### src/rtl/mdio45_pkg.sv
package mdio45_pkg;
  localparam int FRAME_W = 64;
  localparam int DATA_W  = 16;
  localparam int PRE_W   = 32;
  localparam int IDX_W   = $clog2(FRAME_W);

  localparam logic [2:0] CMD_WR = 3'd5;
  localparam logic [2:0] CMD_RD = 3'd7;

  localparam logic [1:0] FOP_ADDR = 2'b00;
  localparam logic [1:0] FOP_WR   = 2'b01;
  localparam logic [1:0] FOP_RD   = 2'b11;

  typedef enum logic [1:0] {SEQ_IDLE, SEQ_ADDR, SEQ_DATA} seq_e;

  function automatic logic [FRAME_W-1:0] build_frame(input logic [1:0] fop,
                                                     input logic [4:0] prt,
                                                     input logic [4:0] dev,
                                                     input logic [DATA_W-1:0] fld);
    return {{PRE_W{1'b1}}, 2'b00, fop, prt, dev, 2'b10, fld};
  endfunction
endpackage

### src/rtl/mdio45_mdc_gen.sv
module mdio45_mdc_gen #(
  parameter int DIV_HALF = 4
) (
  input  logic clk,
  input  logic rst_n,
  output logic mdc,
  output logic rise_tick,
  output logic fall_tick
);
  localparam int CW = (DIV_HALF > 1) ? $clog2(DIV_HALF) : 1;
  localparam logic [CW-1:0] TERM = CW'(DIV_HALF - 1);

  logic [CW-1:0] cnt;
  logic          wrap;

  assign wrap      = (cnt == TERM);
  assign rise_tick = wrap & ~mdc;
  assign fall_tick = wrap & mdc;

  always_ff @(posedge clk) begin
    if (!rst_n) begin
      cnt <= '0;
      mdc <= 1'b0;
    end else if (wrap) begin
      cnt <= '0;
      mdc <= ~mdc;
    end else begin
      cnt <= cnt + 1'b1;
    end
  end


  mdc_half_period_chk: assert property (@(posedge clk) disable iff (!rst_n)
    !$stable(mdc) |-> (cnt == '0));
endmodule

### src/rtl/mdio45_frame_eng.sv
module mdio45_frame_eng
  import mdio45_pkg::*;
(
  input  logic               clk,
  input  logic               rst_n,
  input  logic               rise_tick,
  input  logic               fall_tick,
  input  logic               start,
  input  logic [FRAME_W-1:0] frame,
  input  logic               is_read,
  input  logic               mdio_i,
  output logic               busy,
  output logic               done,
  output logic [DATA_W-1:0]  rd_data,
  output logic               mdio_o,
  output logic               mdio_oe
);
  localparam logic [IDX_W-1:0] LAST_IDX = IDX_W'(FRAME_W - 1);
  localparam logic [IDX_W-1:0] TA_IDX   = IDX_W'(FRAME_W - DATA_W - 2);
  localparam logic [IDX_W-1:0] DAT_IDX  = IDX_W'(FRAME_W - DATA_W);
  localparam logic [IDX_W-1:0] PRE_END  = IDX_W'(PRE_W);

  logic               pend, act, rd_q;
  logic [IDX_W-1:0]   idx;
  logic [FRAME_W-1:0] sh;
  logic [DATA_W-1:0]  cap;

  assign busy    = pend | act;
  assign mdio_o  = sh[FRAME_W-1];
  assign mdio_oe = act & ~(rd_q & (idx >= TA_IDX));
  assign rd_data = cap;

  always_ff @(posedge clk) begin
    if (!rst_n) begin
      pend <= 1'b0;
      act  <= 1'b0;
      rd_q <= 1'b0;
      idx  <= '0;
      sh   <= '0;
      cap  <= '0;
      done <= 1'b0;
    end else begin
      done <= 1'b0;
      if (start && !pend && !act) begin
        pend <= 1'b1;
        sh   <= frame;
        rd_q <= is_read;
      end else if (pend && fall_tick) begin
        pend <= 1'b0;
        act  <= 1'b1;
        idx  <= '0;
      end else if (act && rise_tick) begin
        if (rd_q && idx >= DAT_IDX) cap <= {cap[DATA_W-2:0], mdio_i};
      end else if (act && fall_tick) begin
        if (idx == LAST_IDX) begin
          act  <= 1'b0;
          done <= 1'b1;
        end else begin
          sh  <= {sh[FRAME_W-2:0], 1'b0};
          idx <= idx + 1'b1;
        end
      end
    end
  end


  preamble_ones_chk: assert property (@(posedge clk) disable iff (!rst_n)
    (act && idx < PRE_END) |-> (mdio_oe && mdio_o));
endmodule

### src/rtl/mdio45_master.sv
module mdio45_master
  import mdio45_pkg::*;
#(
  parameter int DIV_HALF = 4
) (
  input  logic        clk,
  input  logic        rst_n,
  input  logic        reg_wr,
  input  logic [3:0]  reg_addr,
  input  logic [31:0] reg_wdata,
  output logic [31:0] reg_rdata,
  output logic        mdc,
  input  logic        mdio_i,
  output logic        mdio_o,
  output logic        mdio_oe
);
  localparam logic [3:0] OFS_MGMT = 4'h0;
  localparam logic [3:0] OFS_REGA = 4'h8;

  seq_e               state;
  logic [DATA_W-1:0]  rega_q, data_q;
  logic [4:0]         prt_q, dev_q;
  logic [2:0]         opc_q;
  logic               valid_q;
  logic               eng_start, eng_rd, eng_busy, eng_done;
  logic [FRAME_W-1:0] eng_frame;
  logic [DATA_W-1:0]  eng_rdata;
  logic               rise_tick, fall_tick;
  logic               busy, wr_mgmt, op_ok, accept;
  logic [2:0]         op_in;
  logic               unused_bits;

  assign unused_bits = ^{reg_wdata[31:29], eng_busy};
  assign busy    = (state != SEQ_IDLE);
  assign wr_mgmt = reg_wr && (reg_addr == OFS_MGMT);
  assign op_in   = reg_wdata[28:26];
  assign op_ok   = (op_in == CMD_WR) || (op_in == CMD_RD);
  assign accept  = wr_mgmt && !busy && op_ok;

  mdio45_mdc_gen #(.DIV_HALF(DIV_HALF)) mdc_i (
    .clk(clk), .rst_n(rst_n), .mdc(mdc),
    .rise_tick(rise_tick), .fall_tick(fall_tick)
  );

  mdio45_frame_eng eng_i (
    .clk(clk), .rst_n(rst_n), .rise_tick(rise_tick), .fall_tick(fall_tick),
    .start(eng_start), .frame(eng_frame), .is_read(eng_rd), .mdio_i(mdio_i),
    .busy(eng_busy), .done(eng_done), .rd_data(eng_rdata),
    .mdio_o(mdio_o), .mdio_oe(mdio_oe)
  );

  always_ff @(posedge clk) begin
    if (!rst_n) begin
      state     <= SEQ_IDLE;
      rega_q    <= '0;
      data_q    <= '0;
      prt_q     <= '0;
      dev_q     <= '0;
      opc_q     <= '0;
      valid_q   <= 1'b0;
      eng_start <= 1'b0;
      eng_rd    <= 1'b0;
      eng_frame <= '0;
    end else begin
      eng_start <= 1'b0;
      if (reg_wr && reg_addr == OFS_REGA) rega_q <= reg_wdata[DATA_W-1:0];
      unique case (state)
        SEQ_IDLE: if (accept) begin
          prt_q     <= reg_wdata[20:16];
          dev_q     <= reg_wdata[25:21];
          opc_q     <= op_in;
          data_q    <= reg_wdata[DATA_W-1:0];
          valid_q   <= 1'b0;
          eng_start <= 1'b1;
          eng_rd    <= 1'b0;
          eng_frame <= build_frame(FOP_ADDR, reg_wdata[20:16], reg_wdata[25:21], rega_q);
          state     <= SEQ_ADDR;
        end
        SEQ_ADDR: if (eng_done) begin
          eng_start <= 1'b1;
          eng_rd    <= (opc_q == CMD_RD);
          eng_frame <= (opc_q == CMD_RD) ? build_frame(FOP_RD, prt_q, dev_q, '0)
                                         : build_frame(FOP_WR, prt_q, dev_q, data_q);
          state     <= SEQ_DATA;
        end
        SEQ_DATA: if (eng_done) begin
          state <= SEQ_IDLE;
          if (eng_rd) begin
            data_q  <= eng_rdata;
            valid_q <= 1'b1;
          end
        end
        default: state <= SEQ_IDLE;
      endcase
    end
  end

  always_comb begin
    unique case (reg_addr)
      OFS_MGMT: reg_rdata = {1'b0, busy, valid_q, opc_q, dev_q, prt_q, data_q};
      OFS_REGA: reg_rdata = {16'h0000, rega_q};
      default:  reg_rdata = '0;
    endcase
  end


  cmd_sets_busy_chk: assert property (@(posedge clk) disable iff (!rst_n)
    (wr_mgmt && !busy && op_ok) |=> busy);

  bad_op_idle_chk: assert property (@(posedge clk) disable iff (!rst_n)
    (wr_mgmt && !busy && !op_ok) |=> !busy);

  busy_drop_chk: assert property (@(posedge clk) disable iff (!rst_n)
    (busy && wr_mgmt) |=> ($stable(prt_q) && $stable(dev_q)));

  valid_clear_chk: assert property (@(posedge clk) disable iff (!rst_n)
    accept |=> !valid_q);
endmodule

### config.mk
export PLATFORM = sky130hd
export DESIGN_NAME = mdio45_master
export DESIGN_NICKNAME = d
export VERILOG_FILES = /design/src/rtl/mdio45_pkg.sv /design/src/rtl/mdio45_mdc_gen.sv /design/src/rtl/mdio45_frame_eng.sv /design/src/rtl/mdio45_master.sv
export SDC_FILE = /design/constraint.sdc
export NUM_CORES = 1
export LEC_CHECK = 0
export CORE_AREA = 4 4 125 127
export CTS_CLUSTER_DIAMETER = 200
export CTS_CLUSTER_SIZE = 16
export DETAILED_ROUTE_END_ITERATION = 16
export DIE_AREA = 0 0 129 131
export MAX_ROUTING_LAYER = met4
export PLACE_DENSITY = 0.74
export SYNTH_ARGS = -nofsm -noshare
export SYNTH_HDL_FRONTEND = slang
export SYNTH_SLANG_ARGS = --single-unit
### constraint.sdc
create_clock -name clk -period 1.98 [get_ports clk]
set_clock_uncertainty 0.1 [all_clocks]
set_input_delay 0.495 -clock clk [delete_from_list [all_inputs] [get_ports clk]]
set_output_delay 0.495 -clock clk [all_outputs]
set_load 0.01 [all_outputs]
### After elaboration in Yosys (flattened, before gate mapping)

Index checks and enable logic that the tools add are counted.

* equal/unequal tests: 17
* div/mod/pow operators: 0
* reduce and logical (&&, ||, !) cells: 33
* multiplexer cells: 38
* bitwise gates (word level): 10
* order comparisons: 2
* shift operators: 0
* $mul: 0
* add/subtract/negate cells: 2

Operators by type and width (number)
* $mux 64: 7
* $pmux 64 s2: 1
* $pmux 31 s2: 1
* $mux 16: 3
* $pmux 16 s2: 1
* $mux 30: 1
* $mux 6: 4
* $reduce_and 4->1: 5
* $ne 2x1->1 const B: 7
* $reduce_bool 2->1: 7
* $mux 1: 13
* $ge 6x6->1 const B: 2
* $logic_and 1x1->1: 10
* $eq 3x3->1 const B: 3
* $add 6x1->6 const B: 1
* $eq 6x6->1 const B: 1
* $mux 2: 3
* $not 1->1: 6
* $pmux 1 s2: 3
* $pmux 2 s3: 1
* $reduce_and 3->1: 2
* $reduce_or 5->1: 1
* $and 1x1->1: 4
* $eq 2x2->1 const B: 2
* 10 further kinds: 13

* bits in read-only memories: 0
* memories kept: 0
* bits in registers: 207
* bits in latches: 0
* logic and storage cells: 121
* bits in writable memories: 0
* input bits: 40

### Longest topological paths before layout

* depth after elaboration: 7
* depth in mapped cells: 8
* gate-level depth less buffers: 5

### By module

A second synthesis with hierarchy kept.

* cell total of the unflattened synthesis: 861
* area, all modules: 7961.4 um^2

By module, submodules not included
* mdio45_frame_eng: instances 1, cells each 460, area an instance 4433.0 um^2
* mdio45_master: instances 1, cells each 391, area an instance 3408.3 um^2
* mdio45_mdc_gen: instances 1, cells each 10, area an instance 120.1 um^2

### Least setup slack after synthesis

OpenSTA, ideal clock, no wires.

* kind: input to output
* start point: in reg_addr[1]
* end point: out reg_rdata[10]
* stages on the path: 3
* arrival: 1.571 ns
* setup slack: -0.186 ns
* path through: nor4b_2 clkbuf_1 a22o_1

* word-level cells in the longest chain between the ends: 2
* elaborated cells between the ends (all ways): 3
* classes of those cells: eq/ne: 1; mux: 1; reduce/logical: 1

Ends and longest elaborated chain
* from (decl): line mdio45_master.sv:9 `input logic [3:0] reg_addr,`
* $eq 4x4->1 or $logic_not 4->1 (tied branches): line mdio45_master.sv:99 `unique case (reg_addr)`
* $pmux 31 s2 (*): line mdio45_master.sv:99
* to (decl): line mdio45_master.sv:11 `output logic [31:0] reg_rdata,`

Every way passes the cells marked *; elsewhere a longest branch is shown, timed or not.

### Worst setup path after layout

* start point: in reg_addr[2]
* end point: out reg_rdata[5]

Same word-level chain as after synthesis.

==> metrics.md <==
| Metric | Value |
|---|---|
| Share of cells above drive strength 1 | `20.5%` |
| Final setup vio count | `32` |
| Drt total wl | `~18000 µm` |
| Gr usage total | `22.0%` |
| Internal Power | `5.53 mW` |
| CTS sink cnt | `171` |
| Switching power | `1.68 mW` |
| Post-synth top area cell | `dfxtp_1` |
| Clock Root Buffer | `clkbuf_16` |
| Critical Path Sink Type | `primary output` |
| Drt wl/cell | `16.2 µm` |
| First drt pass iteration count | `5` |
| Power per cell area | `757 nW/µm²` |
| Syn nets | `877` |
| ANT nets after route | `0` |
| Die Y-Extent | `131 µm` |
| Setup ws final | `-0.105 ns` |
| Top-area cell type share of the netlist area | `a little under half` |
| Clock network power share | `a little under half` |
| Critical-path top delay cell | `nor4b_4` |
| Crit Path Max Fanout | `17` |
| Worst skew pair latency | `0.43 ns` |
| Reg power frac | `about half` |
| I/O pin total | `75` |
| Worst Hold Class | `reg2reg` |
| Cts-stage hold buffer count | `0` |
| Commonest cells in the netlist | `171 x dfxtp_1, 102 x nand2_1, 77 x a211oi_1` |
| Largest net degree at the start of global routing | `48` |
| Pleak | `3.19 nW` |
| Worst VDD drop | `0.688 mV` |
| Vias/cell | `5.67` |
| Placed cells | `1064` |
| Synthesized area | `7260 µm²` |
| Inserted Clock Buffers | `17` |
| Clk buf depth | `2` |
| Critical path data arrival time | `1.49 ns` |
| Hpwl dp | `10900 µm` |
| Input/output buffers | `70` |
| Sequential area share after synthesis | `47.2%` |
| Top-count cell post-synth | `dfxtp_1` |
| Final slew viol count | `0` |
| Vias in the first global route | `6046` |
| Max_cap viols | `0` |
| Startpoint types | `input pin` |
| Syn Area/Cell | `8.70 µm²` |
| Final worst-path cycle share | `105%` |
| Rows | `44` |
| Largest stage delay on the critical path | `0.32 ns` |
| Starting density of the core | `about half` |
| Crit path required time | `between 1 and 1.5 ns` |
| Core Footprint | `~14000 µm²` |
| Global-route wire length before repair | `29300 µm` |
| Failing checks | `setup timing` |
| Die width | `around 130 µm` |
| RSZ-0062 raised after global routing | `yes` |
| CP delay by family, top | `buffers and inverters` |
| Yosys Warn Count | `0` |
| N_diodes | `0` |
| Cell variety after synth | `43` |
| Place WS | `-0.963 ns` |
| Critical-path cell list | `buf_8 > buf_12 > nor4b_4 > buf_12 > a22o_1 > buf_2` |
| Synthesized flop and latch total | `171` |
| Initial antenna violation count | `0` |
| Net count, final | `960` |
| Logic gate share of total power | `4.4%` |
| Async S/R FF share, synth | `0%` |
| Post-route minimum period | `2.09 ns` |
| Gpl congestion | `0.800` |
| DRC | `0` |
| Htree depth | `4` |
| Initial DRC count | `423` |
| Non-Filler Instances | `around 1100` |
| Area Growth Syn to Fin | `31.2%` |
| Top post-synthesis cells by area | `dfxtp_1 47%, mux2i_1 8.0%, a211oi_1 8.0%, nand2_1 5.3%, a21oi_1 4.8%` |
| CP dominant cell by count | `buf_12` |
| Critical path type | `in2out` |
| CTS tree | `yes` |
| Layout fillers | `1145` |
| Final Hold Vio Count | `0` |
| Via count | `6315` |
| Switching Share | `23.3%` |
| EDFF count, synth | `0` |
| Worst-path clk slew | `0.07 ns` |
| Buf/Inv on CP | `4` |
| Total die area | `16900 µm²` |
| Fmax | `0.480 GHz` |
| Gate Count Post-Synth | `834` |
| Remaining global-route overflow | `0` |
| Status | `finished, violations left` |
| Top FF cell, synth | `dfxtp_1` |
cells by family (layout without fill, tap and decap cells):
family                     Yosys count  in the layout  synth area share, %
AOI/OAI and AO/OA                  208            208                 19.9
xor gates and xnor gates             3              3                0.362
adders and majority gates            3              3                0.517
buffers and inverters               84            179                 4.83
DFF                                171            171                 47.2
muxes                               58             58                 8.00
other                                1              1               0.0517
and+or+nand+nor                    306            307                 19.2
power groups by stage:
stage               clock network, mW  logic (mW)  registers (mW)
floorplan                           0       0.132            3.55
global placement                    0       0.294            3.56
detailed placement                  0       0.298            3.56
CTS                              3.48       0.314            3.48
global route                     3.64       0.342            3.48
finish                           3.42       0.315            3.48
cells in the final DEF, fill, tap and decap left out, types with 8 or more instances in the layout:
master | Yosys | layout
dfxtp_1 | 171 | 166
nand2_1 | 102 | 102
nor2_1 | 71 | 71
a21oi_1 | 69 | 69
a211oi_1 | 77 | 65
nor3_1 | 63 | 63
mux2i_1 | 58 | 58
buf_4 | 5 | 37
clkdlybuf4s50_1 | 0 | 33
nand3_1 | 30 | 29
buf_6 | 0 | 27
a311oi_1 | 27 | 26
clkbuf_16 | 0 | 21
buf_2 | 13 | 19
buf_12 | 0 | 19
a22o_1 | 16 | 16
and2_4 | 0 | 15
a211oi_2 | 0 | 12
inv_6 | 0 | 8
area by class of cell:
type,count,area (µm²),share of cell area (%)
Multi-Input combinational cell,580,3690,38.8
Sequential cell,171,3430,36.0
Timing Repair Buffer,143,1550,16.3
Clock buffer,17,425,4.47
Tap cell,184,230,2.42
Clock inverter,15,176,1.85
Inverter,4,17.5,0.184
final timing paths:
| check | start | to | slack (ns) | cells after the start |
|---|---|---|---|---|
| worst max-delay path | reg_addr[2] | reg_rdata[5] | -0.11 | 6 |
| worst min-delay path | mdc_i.cnt[0]$_SDFF_PP0_ | mdc_i.cnt[0]$_SDFF_PP0_ | 0.33 | 1 |
| worst max register to register | eng_i.idx[1]$_SDFFE_PN0P_ | eng_i.sh[37]$_SDFFE_PN0P_ | 0.05 | 8 |
| worst min register to register | mdc_i.cnt[0]$_SDFF_PP0_ | mdc_i.cnt[0]$_SDFF_PP0_ | 0.33 | 1 |
state kept, by name (all words and copies together), names as in the netlist:
name	cells
eng_i.rd_data	16
eng_i.idx	6
eng_i.pend	1
eng_i.rd_q	1
opc_q	3
eng_i.done	1
data_q	16
eng_i.act	1
mdc_i.cnt	2
mdc_i.mdc	1
eng_i.sh	64
prt_q	5
valid_q	1
dev_q	5
state	2
eng_start	1
rega_q	16
eng_frame	29
metal layers:
layer | global-route usage, % | vias to the layer above | routed length (µm)
met5 | - | - | 0
met4 | 6.73 | 0 | 334
met3 | 5.45 | 25 | 764
met2 | 34.8 | 140 | 8850
met1 | 28.0 | 2968 | 8080
li1 | - | 3182 | -
stage by stage:
step                TNS, ns  utilization [%]  cell area, µm²  hold WS, ns  power [mW]
finish                -2.80             66.0            9530        0.327        7.21
global route          -4.26             66.0            9530        0.362        7.46
CTS                   -2.70             64.1            9240        0.332        7.27
detailed placement   -71.30             59.3            8560        0.322        3.85
global placement     -68.69             59.3            8560        0.320        3.85
floorplan             -2.14                -            7300        0.304        3.68
repair_timing:
action | 4_1_cts | 5_1_grt
gates cloned | 3 | 7
gates resized for setup | 181 | 46
pin swaps | 34 | 6
setup buffers | 8 | 3
endpoints found under the setup margin | 119 | 94
hold endpoints to repair | 0 | 0
(Power assumes the default switching activity.)
